<file path="src/rtl/cdr_phase_pick.sv">
module cdr_phase_pick #(
  parameter int N    = 13,
  parameter int MAXJ = 6,
  parameter int HIGH = 3
) (
  input  logic clk,
  input  logic rst_n,
  input  logic pos_in,
  input  logic neg_in,
  input  logic edge_sel,
  output logic rclk,
  output logic rpos,
  output logic rneg
);
  localparam int PW   = $clog2(N);
  localparam int SW   = PW + 2;
  localparam int HALF = N / 2;
  localparam int BW   = $clog2(2 * N + 1);
  localparam logic signed [SW-1:0] NS   = SW'(N);
  localparam logic signed [SW-1:0] HS   = SW'(HALF);
  localparam logic signed [SW-1:0] JMAX = SW'(MAXJ);
  localparam logic signed [SW-1:0] ZS   = '0;
  localparam logic signed [SW-1:0] ONE  = SW'(1);
  localparam logic [BW-1:0] HI_B  = BW'(HIGH);
  localparam logic [BW-1:0] HI2_B = BW'(2 * HIGH);
  localparam logic [BW-1:0] BT_MAX = '1;

  logic [1:0] psy, nsy;
  logic any_q, fp, fn, hit, tick;
  logic signed [SW-1:0] cnt, sel, sel_n, dm, step, sum, tsum;
  logic [BW-1:0] bt;

  assign hit = (psy[1] | nsy[1]) & ~any_q;

  always_comb begin
    dm = cnt - sel;
    if (dm < ZS) dm = dm + NS;
    step = (dm > HS) ? dm - NS : dm;
    if (step > JMAX) step = JMAX;
    else if (step < -JMAX) step = -JMAX;
    sum = sel + step;
    if (sum < ZS) sum = sum + NS;
    else if (sum >= NS) sum = sum - NS;
    sel_n = hit ? sum : sel;
    tsum = sel_n + HS;
    if (tsum >= NS) tsum = tsum - NS;
  end

  assign tick = (cnt == tsum);
  assign rclk = edge_sel ? (bt < HI_B) : (bt >= HI_B && bt < HI2_B);

  always_ff @(posedge clk or negedge rst_n) begin
    if (!rst_n) begin
      psy   <= '0;
      nsy   <= '0;
      any_q <= 1'b0;
      cnt   <= ZS;
      sel   <= ZS;
      bt    <= '0;
      fp    <= 1'b0;
      fn    <= 1'b0;
      rpos  <= 1'b0;
      rneg  <= 1'b0;
    end else begin
      psy   <= {psy[0], pos_in};
      nsy   <= {nsy[0], neg_in};
      any_q <= psy[1] | nsy[1];
      cnt   <= (cnt == NS - ONE) ? ZS : cnt + ONE;
      sel   <= sel_n;
      if (tick) begin
        rpos <= fp;
        rneg <= fn;
        fp   <= 1'b0;
        fn   <= 1'b0;
        bt   <= '0;
      end else begin
        if (bt != BT_MAX) bt <= bt + 1'b1;
        if (hit) begin
          fp <= fp | psy[1];
          fn <= fn | nsy[1];
        end
      end
    end
  end
endmodule

</file>
<file path="config.mk">
export PLATFORM = sky130hd
export DESIGN_NAME = cdr_phase_pick
export DESIGN_NICKNAME = d
export VERILOG_FILES = /design/src/rtl/cdr_phase_pick.sv
export SDC_FILE = /design/constraint.sdc
export NUM_CORES = 1
export LEC_CHECK = 0
export ABC_AREA = 1
export BUFFER_PORTS_ARGS = -buffer_cell sky130_fd_sc_hd__buf_4
export CAP_MARGIN = 40
export CELL_PAD_IN_SITES_DETAIL_PLACEMENT = 1
export CELL_PAD_IN_SITES_GLOBAL_PLACEMENT = 2
export CORE_AREA = 4 4 91 93
export DETAILED_ROUTE_END_ITERATION = 8
export DIE_AREA = 0 0 95 97
export PLACE_DENSITY = 0.92
export SLEW_MARGIN = 20
export SYNTH_ARGS = -nofsm -noshare
export SYNTH_HDL_FRONTEND = slang
export SYNTH_SLANG_ARGS = --single-unit
</file>
<file path="constraint.sdc">
create_clock -name clk -period 15.73 [get_ports clk]
set_clock_uncertainty 0.05 [all_clocks]
set_input_delay 3.146 -clock clk [delete_from_list [all_inputs] [get_ports clk]]
set_output_delay 3.146 -clock clk [all_outputs]
set_load 0.01 [all_outputs]
</file>
Word-level counts from Yosys, hierarchy flattened. Cells that the tools add are included.

Magnitude comparators: 10. $add $sub $neg: 10. Bitwise logic cells: 5. Equality and inequality tests: 3. Mux-type cells: 16. Reductions and logical operators: 3.

Operators with widths (count): $mux 6 (9); $sub 6x5->6 const B (3); $add 6x5->6 const B (2); $ge 6x5->1 const B (2); $gt 6x4->1 const B (2); $lt 6x1->1 const B (2); $mux 5 (2); $add 6x2->6 const B (1); $add 6x4->6 const B (1); $add 6x6->6 (1); $eq 6x5->1 const B (1); $eq 6x6->1 (1); $lt 6x4->1 const B (1); $sub 6x6->6 (1); $add 5x1->5 const B (1); $ge 5x2->1 const B (1); $lt 5x2->1 const B (1); $lt 5x3->1 const B (1); $mux 1 (5); $ne 5x5->1 const B (1); $reduce_bool 2->1 (2); $or 1x1->1 (3); $and 1x1->1 (1); $logic_and 1x1->1 (1); $not 1->1 (1).

Register bits: 26. Output and inout bits: 3. Word-level logic and storage cells: 57. Input port bits: 5.

Depth between registers and ports, before layout. Gate-level depths: netlist (run 1).

Word-level depth: 18. Mapped depth: 54. Mapped depth without buffers: 54.

Least setup slack after synthesis (run 1). OpenSTA, ideal clock, no wires.

Path kind: input to output. Start point: input port edge_sel. End point: output port rclk. Arrival: 3.461 ns. Buffers on the path: 0. Data required time: 12.534 ns. Stages: 2. Slack: 9.073 ns. Path through: inv_1 o21ai_0.

Word-level cells in the longest chain between the ends: 1.

Ends and longest elaborated chain: start, declared (RTL line 10) `input logic edge_sel,`; $mux 1 (RTL line 50) `assign rclk = edge_sel ? (bt < HI_B) : (bt >= HI_B && bt < HI2_B);`; end, declared (RTL line 11) `output logic rclk,`.

Every way passes these cells.

Worst setup path in the final report (run 1).
Start point: register cnt[0]. End point: register rpos.

Word-level cells in the longest chain between the ends: 17. Elaborated cells between the ends (all ways): 24. Those cells by class: add/sub: 8; order compare: 7; eq/ne: 1; mux: 8.

Ends and longest elaborated chain: start, declared (RTL line 30) `logic signed [SW-1:0] cnt, sel, sel_n, dm, step, sum, tsum;`; start signal, assigned (RTL line 68) `cnt <= (cnt == NS - ONE) ? ZS : cnt + ONE;`; $sub 6x6->6 (RTL line 36) `dm = cnt - sel;`; $add 6x5->6 / $lt 6x1->1 (equally long branches) (RTL line 37) `if (dm < ZS) dm = dm + NS;`; $mux 6 (RTL line 37); $sub 6x5->6 / $gt 6x4->1 (equally long branches) (RTL line 38) `step = (dm > HS) ? dm - NS : dm;`; $mux 6 (RTL line 38); $lt 6x4->1 (RTL line 40) `else if (step < -JMAX) step = -JMAX;`; $mux 6 (RTL line 40); $mux 6 (RTL line 39) `if (step > JMAX) step = JMAX;`; $add 6x6->6 (RTL line 41) `sum = sel + step;`; $sub 6x5->6 / $ge 6x5->1 (equally long branches) (RTL line 43) `else if (sum >= NS) sum = sum - NS;`; $mux 6 (RTL line 43); $mux 6 (RTL line 42) `if (sum < ZS) sum = sum + NS;`; $mux 6 (RTL line 44) `sel_n = hit ? sum : sel;`; $add 6x4->6 (RTL line 45) `tsum = sel_n + HS;`; $sub 6x5->6 / $ge 6x5->1 (equally long branches) (RTL line 46) `if (tsum >= NS) tsum = tsum - NS;`; $mux 6 (RTL line 46); $eq 6x6->1 (*) (RTL line 49) `assign tick = (cnt == tsum);`; end signal, assigned (RTL line 71) `rpos <= fp;`; end, declared (RTL line 12) `output logic rpos,`.

Mark *: on every way between the ends. The rest lies on a longest branch, timed or not. A chain may end at the register's enable or synchronous reset.

==> run summary, run 1 <==
crit path time final: 7.275 ns
async set or reset register ratio after synthesis: 100.0%
Antenna Nets Post-Route: 0
Routed WL: 6748 um
grt ovf: 0
Startpoint Class: flip-flop
clock root buffer: clkbuf_8
setup tns final: 0 ns
Worst Path Max Fanout: 9
Worst-Skew Late Latency: 0.28 ns
Mapped Area: 2894 um^2
critical path capture point type: flip-flop
Seq cells post-synth: 26
chip height: 97 um
Placed Area: 3074 um^2
layout cells sized above 1: 20.05%
Via-to-Cell Ratio: 4.977
peak per-stage delay on the critical path: 0.56 ns
# setup viols final: 0
Post-synth EDFFs: 0
vias in the first global route: 2644
post_cts resized: 0
Most Frequent Cell on Critical Path: nand2_1
Slew headroom: 63.60%
post-route insts no fill: 511
Max Clk Rate: 137.5 MHz
Post-CTS Setup Inserts: 0
First-pass DRT Iterations: 4
post-synthesis instance total: 398
Ports: 8
Final Hold Vio Count: 0
placed cells: 507
Remaining DRCs: 0
simple-gate area share of the yosys netlist: 39.65%
IO Port Bufs: 7
unrepaired setup endpoints after global routing: no
via count: 2543
Num CTS Buffers: 3
Synth Area per Inst: 7.271 um^2
warnings from Yosys: 0
Synth Net Count: 430
hpwl dp: 5792 um
Hold-fix buffers, CTS: 0
Netlist cell types: 39
Die ar.: 9215 um^2
Synth Area in Adders: 12.19%
Worst-Margin Slew: 0.5460 ns
compound-cell area share of the yosys netlist: 9.252%
hold crit path type: reg2reg
initial antenna violation count: 0
largest net degree at the start of global routing: 27
WL/cell: 13.21 um
post-route cell area: 3146 um^2
WP data arrival: 7.39 ns
Worst Path Required: 15.85 ns
Top FF cell, synth: dfrtp_1
register clock-pin slew on the reported worst setup and hold paths: 0.09 ns
Core ar.: 7527 um^2
Initial Util: 38.45%
RD Place Congestion: 0.7694
drt initial violations: 44
CTS tree: built
mux contribution to synthesized area: 0%
max-slew violations: 0
CTS H-tree depth: 1
most frequent cells in the layout: 97 x nand2_1, 69 x inv_1, 34 x nand3_1, 26 x dfrtp_1, 25 x ha_1
commonest non-fill, non-tap cell in the layout: nand2_1
worst setup path class: reg2reg
Area growth syn-to-layout: 8.690%
Slowest cell on crit path: fa_1
sequential area share after synthesis: 22.48%
status: complete, no violations
Site Rows: 32
Final nets: 442
diode count: 0
first-pass GRT wire length: 11880 um
Chip Width: 95 um
combinational family with the most area after synthesis: simple AND/OR/NAND/NOR gates
clock sinks: 26
Max-cap violations: 0
All-Layer GR Usage: 15.61%
Clock Path Buffers: 2
final period utilization: 46.25%
XOR/XNOR share of the synthesized area: 6.010%
## cells in the mapped netlist (all sizes together), types with 2 or more instances
| cell | count | area share (%) |
|---|---|---|
| nand4 | 9 | 2.6 |
| inv | 79 | 10 |
| nor2 | 23 | 3.5 |
| or2 | 3 | 0.65 |
| nand2 | 126 | 21 |
| dfrtp | 26 | 22 |
| xor2 | 13 | 3.9 |
| o31ai | 2 | 0.52 |
| o21bai | 3 | 0.91 |
| xnor2 | 6 | 2.1 |
| nand3 | 45 | 11 |
| o2111ai | 2 | 0.61 |
| ha | 25 | 11 |
| fa | 2 | 1.4 |
| o21ai | 6 | 1.3 |
| a31oi | 4 | 1.1 |
| nor3 | 3 | 0.52 |
| a21oi | 16 | 3.5 |
## area by class of cell
type / instances / area, um^2
clock buffers: 3 / 41.29
clock inverters: 1 / 30.03
fillers: 985 / 4382
inverters: 79 / 301.5
multi-input cells: 293 / 1942
flip-flops and latches: 26 / 650.6
well taps: 102 / 127.6
repair buffers: 7 / 52.55
## per-stage QoR
step / utilization (%) / worst slack (ns) / hold WS (ns)
after floorplan: - / 9.073 / 0.2812
after global placement: 40.84 / 8.659 / 0.2942
after detailed placement: 40.84 / 8.439 / 0.2933
after CTS: 41.79 / 8.385 / 0.3252
after global routing: 41.79 / 7.689 / 0.3507
final: 41.79 / 8.455 / 0.3166
## cell families after synthesis
group / after synthesis
AO/OA/AOI/OAI: 36
XOR/XNOR: 19
adder cells (fa/ha/maj): 27
buffers and inverters: 79
flip-flops: 26
AND/OR/NAND/NOR: 211
## critical path, delay by kind of cell (launching register included)
| kind | cells | cell delay, ns |
|---|---|---|
| AO/OA/AOI/OAI | 2 | 0.39 |
| XOR/XNOR | 1 | 0.17 |
| adder cells (fa/ha/maj) | 7 | 2.10 |
| buffers and inverters | 12 | 1.01 |
| flip-flops | 1 | 0.46 |
| AND/OR/NAND/NOR | 28 | 3.01 |
## flip-flops by register name (all words and copies together), names as in the netlist
signal	count
sel	6
any_q	1
psy	2
rneg	1
fn	1
cnt	6
nsy	2
bt	5
rpos	1
fp	1
## per-layer routing
metal / global-route usage [%] / vias up / part of all wire (%)
met5: 0 / - / 0
met1: 18.58 / 1242 / 43
met4: 2.775 / 0 / 0.70
li1: - / 1285 / -
met3: 1.011 / 5 / 0.84
met2: 30.15 / 11 / 56
## path summary, 6_finish.rpt
| check | slack, ns | cells after the start | end | start |
|---|---|---|---|---|
| max in group asynchronous | 12.66 | 1 | cnt[2]$_DFF_PN0_ | rst_n |
| min in group asynchronous | 2.71 | 1 | fn$_DFFE_PN0P_ | rst_n |
| min | 0.32 | 0 | psy[1]$_DFF_PN0_ | psy[0]$_DFF_PN0_ |
| min reg2reg | 0.32 | 0 | psy[1]$_DFF_PN0_ | psy[0]$_DFF_PN0_ |
| max | 8.45 | 50 | rpos$_DFFE_PN0N_ | cnt[0]$_DFF_PN0_ |
| max reg2reg | 8.45 | 50 | rpos$_DFFE_PN0N_ | cnt[0]$_DFF_PN0_ |
Power of run 1 is left out: the tool's default activity adds up to more than one toggle a clock period on the data nets, which glitch-free logic cannot reach.
==> run 2, diff against run 1 <==
--- a/config.mk
+++ b/config.mk
@@ -5,15 +5,15 @@
 export SDC_FILE = /design/constraint.sdc
 export NUM_CORES = 1
 export LEC_CHECK = 0
-export ABC_AREA = 1
+export ABC_AREA = 0
 export BUFFER_PORTS_ARGS = -buffer_cell sky130_fd_sc_hd__buf_4
 export CAP_MARGIN = 40
 export CELL_PAD_IN_SITES_DETAIL_PLACEMENT = 1
 export CELL_PAD_IN_SITES_GLOBAL_PLACEMENT = 2
-export CORE_AREA = 4 4 91 93
+export CORE_AREA = 4 4 93 95
 export DETAILED_ROUTE_END_ITERATION = 8
-export DIE_AREA = 0 0 95 97
-export PLACE_DENSITY = 0.92
+export DIE_AREA = 0 0 97 99
+export PLACE_DENSITY = 0.89
 export SLEW_MARGIN = 20
 export SYNTH_ARGS = -nofsm -noshare
 export SYNTH_HDL_FRONTEND = slang
==> constraint.sdc (replaced) <==
create_clock -name clk -period 7 [get_ports clk]
set_clock_uncertainty 0.05 [all_clocks]
set_input_delay 1.4 -clock clk [delete_from_list [all_inputs] [get_ports clk]]
set_output_delay 1.4 -clock clk [all_outputs]
set_load 0.01 [all_outputs]
==> run 2 against run 1 <==
  * The flow now finishes with violations (negative setup slack)
  * First-iteration DRC count grew to 5.7 times the previous value
  * Sequential cell count stayed put
  * Clock-buffer cell count stayed put
  * Routed wire length grew to 2.6 times the previous value
  * Non-clock buffer count is 164 higher
  * Cell area is 62% higher
  * Worst hold slack better by 0.0081 ns
  * Critical path type unchanged
==> run summary, run 2 <==
most instantiated cells after synthesis: 28 x nor2_1, 26 x dfrtp_1, 25 x ha_1, 24 x xnor2_1
WL/cell: 28.27 um
Chip Width: 97 um
Filler Cells Inserted: 876
mux contribution to synthesized area: 6.033%
Hold-fix buffers, CTS: 0
via count: 4025
CTS H-tree depth: 1
violations in the final reports: negative setup slack
Netlist cell types: 77
Worst Path Required: 7.14 ns
Synth top area share: 21.20%
most frequent cells in the layout: 169 x buf_4, 24 x dfrtp_1, 22 x nor2_1, 21 x xnor2_1, 19 x nand2_1
Worst-Margin Slew: 0.9446 ns
Seq cells post-synth: 26
status: finished with violations
Worst-Skew Late Latency: 0.30 ns
chip height: 99 um
Max-cap violations: 0
post-synthesis instance total: 361
register clock-pin slew on the reported worst setup and hold paths: 0.11 ns
Final nets: 558
CTS tree: built
setup tns final: -15.59 ns
Initial Util: 39.72%
Core ar.: 7727 um^2
sequential area share after synthesis: 21.20%
diode count: 0
Worst Path Max Fanout: 4
Area growth syn-to-layout: 66.41%
Final Hold Vio Count: 0
compound-cell area share of the yosys netlist: 23.28%
WP data arrival: 9.01 ns
Clock Path Buffers: 2
Ports: 8
Remaining DRCs: 0
Synth Area in Adders: 11.50%
Antenna Nets Post-Route: 0
clock root buffer: clkbuf_8
XOR/XNOR share of the synthesized area: 10.48%
worst setup path class: reg2reg
grt ovf: 0
top flop regs: cnt (6), sel (6), bt (5)
Top FF cell, synth: dfrtp_1
largest net degree at the start of global routing: 27
vias in the first global route: 4240
warnings from Yosys: 0
Yosys top cell by area: dfrtp_1
commonest non-fill, non-tap cell in the layout: buf_4
hold crit path type: reg2reg
Slew headroom: 37.03%
peak per-stage delay on the critical path: 0.56 ns
Max Clk Rate: 112.8 MHz
async set or reset register ratio after synthesis: 100.0%
Site Rows: 32
crit path time final: 8.865 ns
initial antenna violation count: 0
# setup viols final: 9
Most Frequent Cell on Critical Path: buf_4
hpwl dp: 9774 um
Die ar.: 9603 um^2
layout cells sized above 1: 54.86%
unrepaired setup endpoints after global routing: yes
Slowest cell on crit path: or4_4
final period utilization: 126.6%
first-pass GRT wire length: 24070 um
Num CTS Buffers: 3
Synth Net Count: 393
Synth area leaders: dfrtp_1 21%, ha_1 10%, xnor2_1 6.8%
Via-to-Cell Ratio: 6.419
RD Place Congestion: 0.8583
IO Port Bufs: 7
critical path capture point type: flip-flop
Startpoint Class: flip-flop
Mapped Area: 3069 um^2
simple-gate area share of the yosys netlist: 22.71%
clock sinks: 26
First-pass DRT Iterations: 5
cell with the most instances after synthesis: nor2_1
drt initial violations: 251
max-slew violations: 0
Synth Area per Inst: 8.502 um^2
PnR worst setup slack: -1.865 ns
Routed WL: 17730 um
combinational family with the most area after synthesis: compound AO/OA/AOI/OAI gates
Post-synth EDFFs: 0
All-Layer GR Usage: 31.55%
-- run 2: changes by cell type after synthesis, moves of 8 or more --
cell and change:
inv_2 -8, xnor2_1 +19, nor2b_1 +9, inv_1 -47, nand3_1 -17, nor2_1 +9
nor3_1 +10, nand2_1 -75, nor4_1 +8, mux2i_1 +8, nand2_2 -19, o21ai_0 +10
nand2_4 -9
-- run 2: cell type report --
type,instances,area [um^2],area share [%]
well taps,102,127.6,2.499
repair buffers,171,1291,25.28
clock buffers,3,41.29,0.8084
inverters,23,91.34,1.788
flip-flops and latches,26,653.1,12.79
multi-input cells,301,2873,56.25
clock inverters,1,30.03,0.5879
-- run 2: repair_timing --
action | 4_1_cts | 5_1_grt
pin swaps | 29 | 24
setup buffers | 22 | 11
endpoints found under the setup margin | 10 | 10
resized for setup | 45 | 45
-- run 2: cells by family after synthesis --
group | after synthesis
simple gates | 130
fa+ha+maj | 27
buf+inv | 34
xor+xnor | 35
compound gates | 92
mux | 17
flops | 26
-- run 2: worst paths after layout --
path	slack, ns	endpoint	start	cells past startpoint
setup / recovery	-1.86	rneg$_DFFE_PN0N_	sel[2]$_DFF_PN0_	39
hold / removal	0.32	psy[1]$_DFF_PN0_	psy[0]$_DFF_PN0_	0
setup reg to reg	-1.86	rneg$_DFFE_PN0N_	sel[2]$_DFF_PN0_	39
hold reg to reg	0.32	psy[1]$_DFF_PN0_	psy[0]$_DFF_PN0_	0
max in group asynchronous	5.64	sel[1]$_DFF_PN0_	rst_n	1
min in group asynchronous	0.96	fp$_DFFE_PN0P_	rst_n	1
-- run 2: stage by stage --
step / utilization (%) / std cells / worst slack (ns) / hold slack [ns] / instance area, um^2
after global routing: 66.09 / 627 / -2.059 / 0.3402 / 5107
after detailed placement: 56.90 / 591 / -1.999 / 0.2878 / 4397
final: 66.09 / 627 / -1.865 / 0.3247 / 5107
after global placement: 56.90 / 591 / -1.399 / 0.2825 / 4397
after floorplan: - / 361 / -1.662 / 0.2812 / 3281
after CTS: 62.11 / 616 / -1.515 / 0.3115 / 4800
-- run 2: critical path, delay by kind of cell, from the launching register on --
kind	cells	cell delay [ns]
flops	1	0.43
mux	4	1.00
compound gates	11	2.38
simple gates	13	2.85
buf+inv	6	0.98
fa+ha+maj	4	0.91
xor+xnor	1	0.16
-- run 2: layer usage --
layer  up-vias  part of all wire (%)  global-route usage [%]
met5         -                     0                       0
met4         0                   6.7                   12.42
met3       110                   5.7                   4.176
met2       244                    50                   58.60
met1      2001                    38                   36.57
li1       1670                     -                       -
Power of run 2 is left out for the same reason.
==> run 3, diff against run 2 <==
--- a/config.mk
+++ b/config.mk
@@ -14,7 +14,9 @@
 export DETAILED_ROUTE_END_ITERATION = 8
 export DIE_AREA = 0 0 97 99
 export PLACE_DENSITY = 0.89
+export REMOVE_ABC_BUFFERS = 1
 export SLEW_MARGIN = 20
 export SYNTH_ARGS = -nofsm -noshare
 export SYNTH_HDL_FRONTEND = slang
 export SYNTH_SLANG_ARGS = --single-unit
+export TNS_END_PERCENT = 5
==> run 3 against run 2 <==
  * The flow still finishes with violations (negative setup slack)
  * Register-to-register slack gained 0.02 ns
  * Non-clock buffer count grew 2
  * Clock-buffer cell count is the same
  * Highest routed layer unchanged
  * Worst hold slack lost 0.00066 ns
  * Core utilization shrank 1.6 points
  * Sequential share of layout area grew 0.29 points
  * Final cell count grew 0.32%
  * Fmax grew 0.19%
  * Global-route usage shrank 1.1 points
  * Critical endpoint is now rpos$_DFFE_PN0N_
  * Via count shrank 3.4%
==> run summary, run 3 (synthesis gave the netlist of run 2 again) <==
hpwl dp: 8526 um
WL/cell: 25.58 um
Via-to-Cell Ratio: 6.181
First-pass DRT Iterations: 5
peak per-stage delay on the critical path: 0.62 ns
Worst Path Max Fanout: 5
clock root buffer: clkbuf_8
All-Layer GR Usage: 30.43%
violations in the final reports: negative setup slack
Core ar.: 7727 um^2
Worst path top cell family by delay: compound AO/OA/AOI/OAI gates
final period utilization: 126.4%
vias in the first global route: 4333
CTS H-tree depth: 1
Worst-Skew Late Latency: 0.30 ns
Max-cap violations: 0
crit path time final: 8.848 ns
layout cells sized above 1: 51.99%
Die ar.: 9603 um^2
CTS tree: built
Final Hold Vio Count: 0
status: finished with violations
worst setup path class: reg2reg
first-pass GRT wire length: 23460 um
register clock-pin slew on the reported worst setup and hold paths: 0.11 ns
Slowest cell on crit path: fa_2
Slew headroom: 42.46%
Most Frequent Cell on Critical Path: buf_4
largest net degree at the start of global routing: 27
Worst Path Required: 7.15 ns
top flop regs: cnt (6), sel (6), bt (5)
critical path capture point type: flip-flop
via count: 3888
Critical path buffers and inverters: 8
drt initial violations: 214
Max Clk Rate: 113.0 MHz
IO Port Bufs: 7
Area growth syn-to-layout: 62.37%
max-slew violations: 0
grt ovf: 0
Filler Cells Inserted: 867
most frequent cells in the layout: 169 x buf_4, 25 x dfrtp_1, 23 x nor2_1, 21 x xnor2_1, 19 x nand2_1
initial antenna violation count: 0
hold crit path type: reg2reg
WP data arrival: 8.99 ns
post-route cell area: 4984 um^2
# setup viols final: 9
diode count: 0
RD Place Congestion: 0.8674
Antenna Nets Post-Route: 0
Startpoint Class: flip-flop
Ports: 8
clock sinks: 26
Clock Path Buffers: 2
commonest non-fill, non-tap cell in the layout: buf_4
Placed Area: 4141 um^2
unrepaired setup endpoints after global routing: yes
Site Rows: 32
final hold slack: 0.3240 ns
Initial Util: 39.72%
Num CTS Buffers: 3
PnR worst setup slack: -1.848 ns
Worst-Margin Slew: 0.8631 ns
chip height: 99 um
Remaining DRCs: 0
Routed WL: 16090 um
Chip Width: 97 um
Final nets: 560
run 3: changes by cell type in the layout (fill, tap and decap cells not counted), sizes merged:
cell,before,now
buf,171,173
run 3: cell type report:
cell class | instances | area (um^2) | share of cell area (%)
clock buffer | 3 | 41.29 | 0.8285
tap | 102 | 127.6 | 2.561
inverter | 23 | 88.84 | 1.783
sequential | 26 | 651.9 | 13.08
timing repair buffer | 173 | 1314 | 26.36
clock inverter | 1 | 30.03 | 0.6026
multi-input combinational | 301 | 2730 | 54.78
run 3: timing repair:
action,in CTS,in global routing
pin swaps,41,31
hold buffers,0,0
gates resized for setup,76,29
endpoints found under the setup margin,9,9
setup buffers,26,13
run 3: worst paths after layout:
kind                                        from                 to  slack (ns)  cells after the start
worst min-delay path            psy[0]$_DFF_PN0_   psy[1]$_DFF_PN0_        0.32                      0
worst min register to register  psy[0]$_DFF_PN0_   psy[1]$_DFF_PN0_        0.32                      0
min in group asynchronous                  rst_n  bt[0]$_DFFE_PN0P_        0.95                      1
worst max-delay path            sel[1]$_DFF_PN0_   rpos$_DFFE_PN0N_       -1.85                     41
worst max register to register  sel[1]$_DFF_PN0_   rpos$_DFFE_PN0N_       -1.85                     41
max in group asynchronous                  rst_n   cnt[1]$_DFF_PN0_        5.66                      1
run 3: per-stage QoR:
| stage | std cells | setup WS, ns | setup TNS [ns] | utilization [%] |
|---|---|---|---|---|
| final | 629 | -1.848 | -15.95 | 64.49 |
| after floorplan | 350 | -2.904 | -25.04 | - |
| after global placement | 585 | -2.116 | -17.58 | 53.59 |
| after detailed placement | 585 | -2.665 | -22.28 | 53.59 |
| after CTS | 615 | -1.440 | -12.04 | 61.37 |
| after global routing | 629 | -2.108 | -18.29 | 64.49 |
run 3: metal layers:
metal	up-vias	part of all wire (%)	GRT usage (%)
met1	1920	37	33.43
met2	199	52	56.79
met3	97	4.8	3.255
met5	-	0	0
met4	0	6.9	17.17
li1	1672	-	-
Power of run 3 is left out for the same reason.
